## src/rtl/expslot_pkg.sv

```systemverilog
package expslot_pkg;
   localparam int unsigned REG_FIELD_W  = 4;
   localparam int unsigned SLOT_FIELD_W = 3;
   localparam int unsigned SLOT_DEC_W   = 4;
   localparam int unsigned WIN_ADDR_W   = REG_FIELD_W + SLOT_FIELD_W;
   localparam int unsigned NUM_REGS     = 1 << REG_FIELD_W;
   localparam int unsigned NUM_SLOTS    = 1 << SLOT_FIELD_W;

   typedef enum logic {
      DEC_COMPARE = 1'b0,
      DEC_SHIFT   = 1'b1
   } dec_style_e;
endpackage

```

## src/rtl/expslot_onehot_dec.sv

```systemverilog
module expslot_onehot_dec
   import expslot_pkg::*;
#(
   parameter int unsigned SEL_W   = 4,
   parameter int unsigned NUM_OUT = 16,
   parameter dec_style_e  STYLE   = DEC_SHIFT
) (
   input  logic               en_n,
   input  logic [SEL_W-1:0]   sel,
   output logic [NUM_OUT-1:0] out_n
);
   localparam int unsigned FULL_OUT = 1 << SEL_W;

   if (NUM_OUT > FULL_OUT) begin : g_bad_count
      $error("expslot_onehot_dec: NUM_OUT exceeds 2**SEL_W");
   end
   if (NUM_OUT < 2) begin : g_bad_small
      $error("expslot_onehot_dec: NUM_OUT must be at least 2");
   end

   logic [NUM_OUT-1:0] hot;

   if (STYLE == DEC_SHIFT) begin : g_shift
      localparam logic [NUM_OUT-1:0] ONE = {{(NUM_OUT-1){1'b0}}, 1'b1};
      always_comb begin
         if (en_n) hot = '0;
         else      hot = ONE << sel;
      end
   end else begin : g_compare
      for (genvar g = 0; g < NUM_OUT; g++) begin : g_line
         assign hot[g] = !en_n && (sel == SEL_W'(g));
      end
   end

   // active-low outputs, as on a classic decoder part
   assign out_n = ~hot;
endmodule

```

## src/rtl/expslot_rw_fanout.sv

```systemverilog
module expslot_rw_fanout #(
   parameter int unsigned NUM_SLOTS = 8
) (
   input  logic                 host_rw,
   output logic [NUM_SLOTS-1:0] rw,
   output logic [NUM_SLOTS-1:0] rw_n
);
   if (NUM_SLOTS < 1) begin : g_bad_slots
      $error("expslot_rw_fanout: NUM_SLOTS must be at least 1");
   end

   for (genvar s = 0; s < NUM_SLOTS; s++) begin : g_slot
      assign rw[s]   = host_rw;
      assign rw_n[s] = ~host_rw;
   end
endmodule

```

## src/rtl/expslot_decode.sv

```systemverilog
module expslot_decode
   import expslot_pkg::*;
#(
   parameter int unsigned REG_W     = REG_FIELD_W,
   parameter int unsigned SLOT_W    = SLOT_FIELD_W,
   parameter int unsigned SLOT_DW   = SLOT_DEC_W,
   parameter dec_style_e  REG_STYLE = DEC_SHIFT,
   parameter dec_style_e  SLT_STYLE = DEC_COMPARE,
   localparam int unsigned AW       = REG_W + SLOT_W,
   localparam int unsigned NREG     = 1 << REG_W,
   localparam int unsigned NSLOT    = 1 << SLOT_W
) (
   input  logic             win_n,
   input  logic [AW-1:0]    addr,
   input  logic             host_rw,
   output logic [NREG-1:0]  strobe,
   output logic [NSLOT-1:0] slot_sel,
   output logic [NSLOT-1:0] rw,
   output logic [NSLOT-1:0] rw_n
);
   if (SLOT_DW < SLOT_W) begin : g_bad_slot_dec
      $error("expslot_decode: slot decoder narrower than slot field");
   end
   if (REG_W < 1 || SLOT_W < 1) begin : g_bad_fields
      $error("expslot_decode: address fields must be at least one bit");
   end

   logic [REG_W-1:0]   reg_field;
   logic [SLOT_DW-1:0] slot_field;
   logic [NREG-1:0]    strobe_lo;
   logic [NSLOT-1:0]   slot_lo;

   assign reg_field = addr[REG_W-1:0];

   // slot field padded up to decoder width with top select bits at zero
   if (SLOT_DW > SLOT_W) begin : g_pad
      assign slot_field = {{(SLOT_DW-SLOT_W){1'b0}}, addr[AW-1:REG_W]};
   end else begin : g_nopad
      assign slot_field = addr[AW-1:REG_W];
   end

   expslot_onehot_dec #(
      .SEL_W   (REG_W),
      .NUM_OUT (NREG),
      .STYLE   (REG_STYLE)
   ) u_reg_dec (
      .en_n  (win_n),
      .sel   (reg_field),
      .out_n (strobe_lo)
   );

   expslot_onehot_dec #(
      .SEL_W   (SLOT_DW),
      .NUM_OUT (NSLOT),
      .STYLE   (SLT_STYLE)
   ) u_slot_dec (
      .en_n  (win_n),
      .sel   (slot_field),
      .out_n (slot_lo)
   );

   // inversion stage: active-high strobes and selects
   for (genvar r = 0; r < NREG; r++) begin : g_reg_inv
      assign strobe[r] = ~strobe_lo[r];
   end
   for (genvar s = 0; s < NSLOT; s++) begin : g_slot_inv
      assign slot_sel[s] = ~slot_lo[s];
   end

   expslot_rw_fanout #(
      .NUM_SLOTS (NSLOT)
   ) u_rw (
      .host_rw (host_rw),
      .rw      (rw),
      .rw_n    (rw_n)
   );
endmodule

```

## config.mk

```make
export PLATFORM = sky130hd
export DESIGN_NAME = expslot_decode
export DESIGN_NICKNAME = d
export VERILOG_FILES = /design/src/rtl/expslot_pkg.sv /design/src/rtl/expslot_onehot_dec.sv /design/src/rtl/expslot_rw_fanout.sv /design/src/rtl/expslot_decode.sv
export SDC_FILE = /design/constraint.sdc
export NUM_CORES = 1
export LEC_CHECK = 0
export BUFFER_PORTS_ARGS = -buffer_cell sky130_fd_sc_hd__buf_2
export CORE_AREA = 2 2 39 41
export DETAILED_ROUTE_END_ITERATION = 10
export DIE_AREA = 0 0 41 43
export PLACE_DENSITY_LB_ADDON = 0.15
export SLEW_MARGIN = 20
export SYNTH_ARGS = -nofsm -noshare
export SYNTH_HDL_FRONTEND = slang
export SYNTH_HIERARCHICAL = 1
export SYNTH_SLANG_ARGS = --single-unit
```

## constraint.sdc

```tcl
create_clock -name vclk -period 0.8
set_input_delay 0.16 -clock vclk [all_inputs]
set_output_delay 0.16 -clock vclk [all_outputs]
set_load 0.005 [all_outputs]
```

==> flow_metrics.tcl <==
set metrics [dict create \
    fin_util_pct 48.1 \
    combinationalPowerShare_pct 100.0 \
    num-clock-buffers 0 \
    avgViaCountPerCell 3.97 \
    wl_um 906 \
    start_util_pct 29.6 \
    rows 14 \
    layout_worst_path_cycle_share_pct 119 \
    worstPathMaxFanout 6 \
    drive_above_1_share_pct 54.0 \
    status "finished with violations" \
    port_buffers 49 \
    pwr-share-clk_pct 0 \
    fp.coreArea_sq_um 1380 \
    grt_max_degree 10 \
    worstHoldPathCells 2 \
    cap_violations 0 \
    setup_viol 24 \
    hp-class "input port to primary output" \
    wl_per_cell_um 7.02 \
    via_count 512 \
    fin_nets 124 \
    cp-end-kind "primary output" \
    slew_violations 0 \
    initialDrtViolationCount 3 \
    critPathRequiredTime_ps 640 \
    die_w_um 41 \
    synth_cell_type_count 11 \
    path_cells "buf_12 -> nor3b_4 -> nand3_1 -> inv_1 -> buf_2" \
    diodes 0 \
    syn_area_per_cell_sq_um 5.31 \
    p_sw_share_pct 47.6 \
    postRouteAntennaNets 0 \
    period_minus_slack_ps 950 \
    power_frac_seq_pct 0 \
    seq_area_frac_synth_pct 0 \
    leakage_uw 0.000567 \
    synthToLayoutAreaGrowth_pct 62.7 \
    yosysWarningCount 6 \
    max_stage_delay_ps 240 \
    ios 49 \
    critPathKind "input port to primary output" \
    crit_slowest_cell "nor3b_4" \
    internal-power_uw 121 \
    die_y_um 43 \
    final_cell_mix "buf_2, inv_1, nand2_1" \
    seq_cells 0 \
    netlist_instances 77 \
    grtUsageTotal_pct 9.62 \
    seqCellArea_sq_um 0 \
    failed_checks "setup timing" \
    p_sw_uw 110 \
    critPathLaunchType "input port" \
    setup_slack_ps -150 \
    final_common_cell "buf_2" \
    peakVddDrop_mv 0.183 \
    worstPathArrival_ps 790 \
    grt_pass1_vias 331 \
    whs_ps 585 \
    min_from "host_rw" \
    drcViolationCount 0 \
    crit_start "win_n" \
    grt_antenna_before_repair 0 \
    grt_pass1_wl_um 1300 \
    fmax_mhz 1050 \
    die_area_sq_um 1760 \
    post-dp-hpwl_um 781 \
    holdPathEnd "rw[3]" \
    syn_area_sq_um 409 \
    gp_congestion 0.735 \
    grt_overflow 0 \
    dr.pass1.iters 4 \
    timing_hold_violations_final 0 \
    grt_setup_unrepaired "true" \
    power_density_nw_per_um2 348 \
]
==> per-stage QoR <==
| stage | std cells | setup slack, ps | TNS [ps] | power (uW) | cell area (sq um) |
|---|---|---|---|---|---|
| after floorplan | 78 | 89.7 | 0 | 122 | 413 |
| after global placement | 129 | -260 | -4830 | 181 | 573 |
| after detailed placement | 129 | -255 | -4950 | 181 | 573 |
| after CTS | 129 | -162 | -2840 | 227 | 654 |
| after global routing | 129 | -213 | -3800 | 260 | 666 |
| final | 129 | -150 | -2430 | 231 | 666 |
==> cell families after synthesis <==
kind of cell | share of synthesized area (%)
AND/OR/NAND/NOR | 48.6
buffers and inverters | 50.5
other | 0.917
==> repair_timing <==
item	in CTS	in global routing
gates resized for setup	21	5
pin swaps	14	10
buffers inserted	0	0
endpoints found under the setup margin	24	32
hold buffers	0	0
==> worst max-delay path by stage <==
stage / end / slack [ps] / depth (start not counted)
after floorplan: strobe[11] / 90 / 3
after global placement: strobe[11] / -260 / 5
after detailed placement: strobe[11] / -250 / 5
after CTS: strobe[13] / -160 / 5
after global routing: strobe[11] / -210 / 5
final: strobe[11] / -150 / 5
==> metal layers <==
layer  up-vias  part of all wire (%)  GRT usage (%)
li1        279                     -              -
met1       210                    44           16.0
met2        23                    47           14.4
met3         0                   9.4              0
met4         0                     0              0
met5         -                     0              0
==> final cells by class <==
class | count | area, sq um
timing repair buffer | 50 | 303
fill | 153 | 718
multi-input combinational | 38 | 249
tap | 16 | 20.0
inverter | 25 | 93.8
==> critical path: cells and delay by family <==
kind          cells  cell delay (ps)
simple gates      2              350
buf+inv           3              280
==> Yosys cell counts, drive strengths merged <==
cell type	n	area [sq um]
inv	25	93.8
nand2	18	67.6
buf	15	113
nand3	6	30.0
nor3b	3	37.5
and2b	2	15.0
nor2	2	7.51
nor2b	2	12.5
nor3	2	20.0
and3b	1	8.76
conb	1	3.75
==> power by group through the flow <==
stage,logic [uW],clock network (uW),registers [uW]
2_1_floorplan,122,0,0
3_3_place_gp,181,0,0
3_5_place_dp,181,0,0
4_1_cts,227,0,0
5_1_grt,260,0,0
6_report,231,0,0
(Power assumes the default switching activity.)
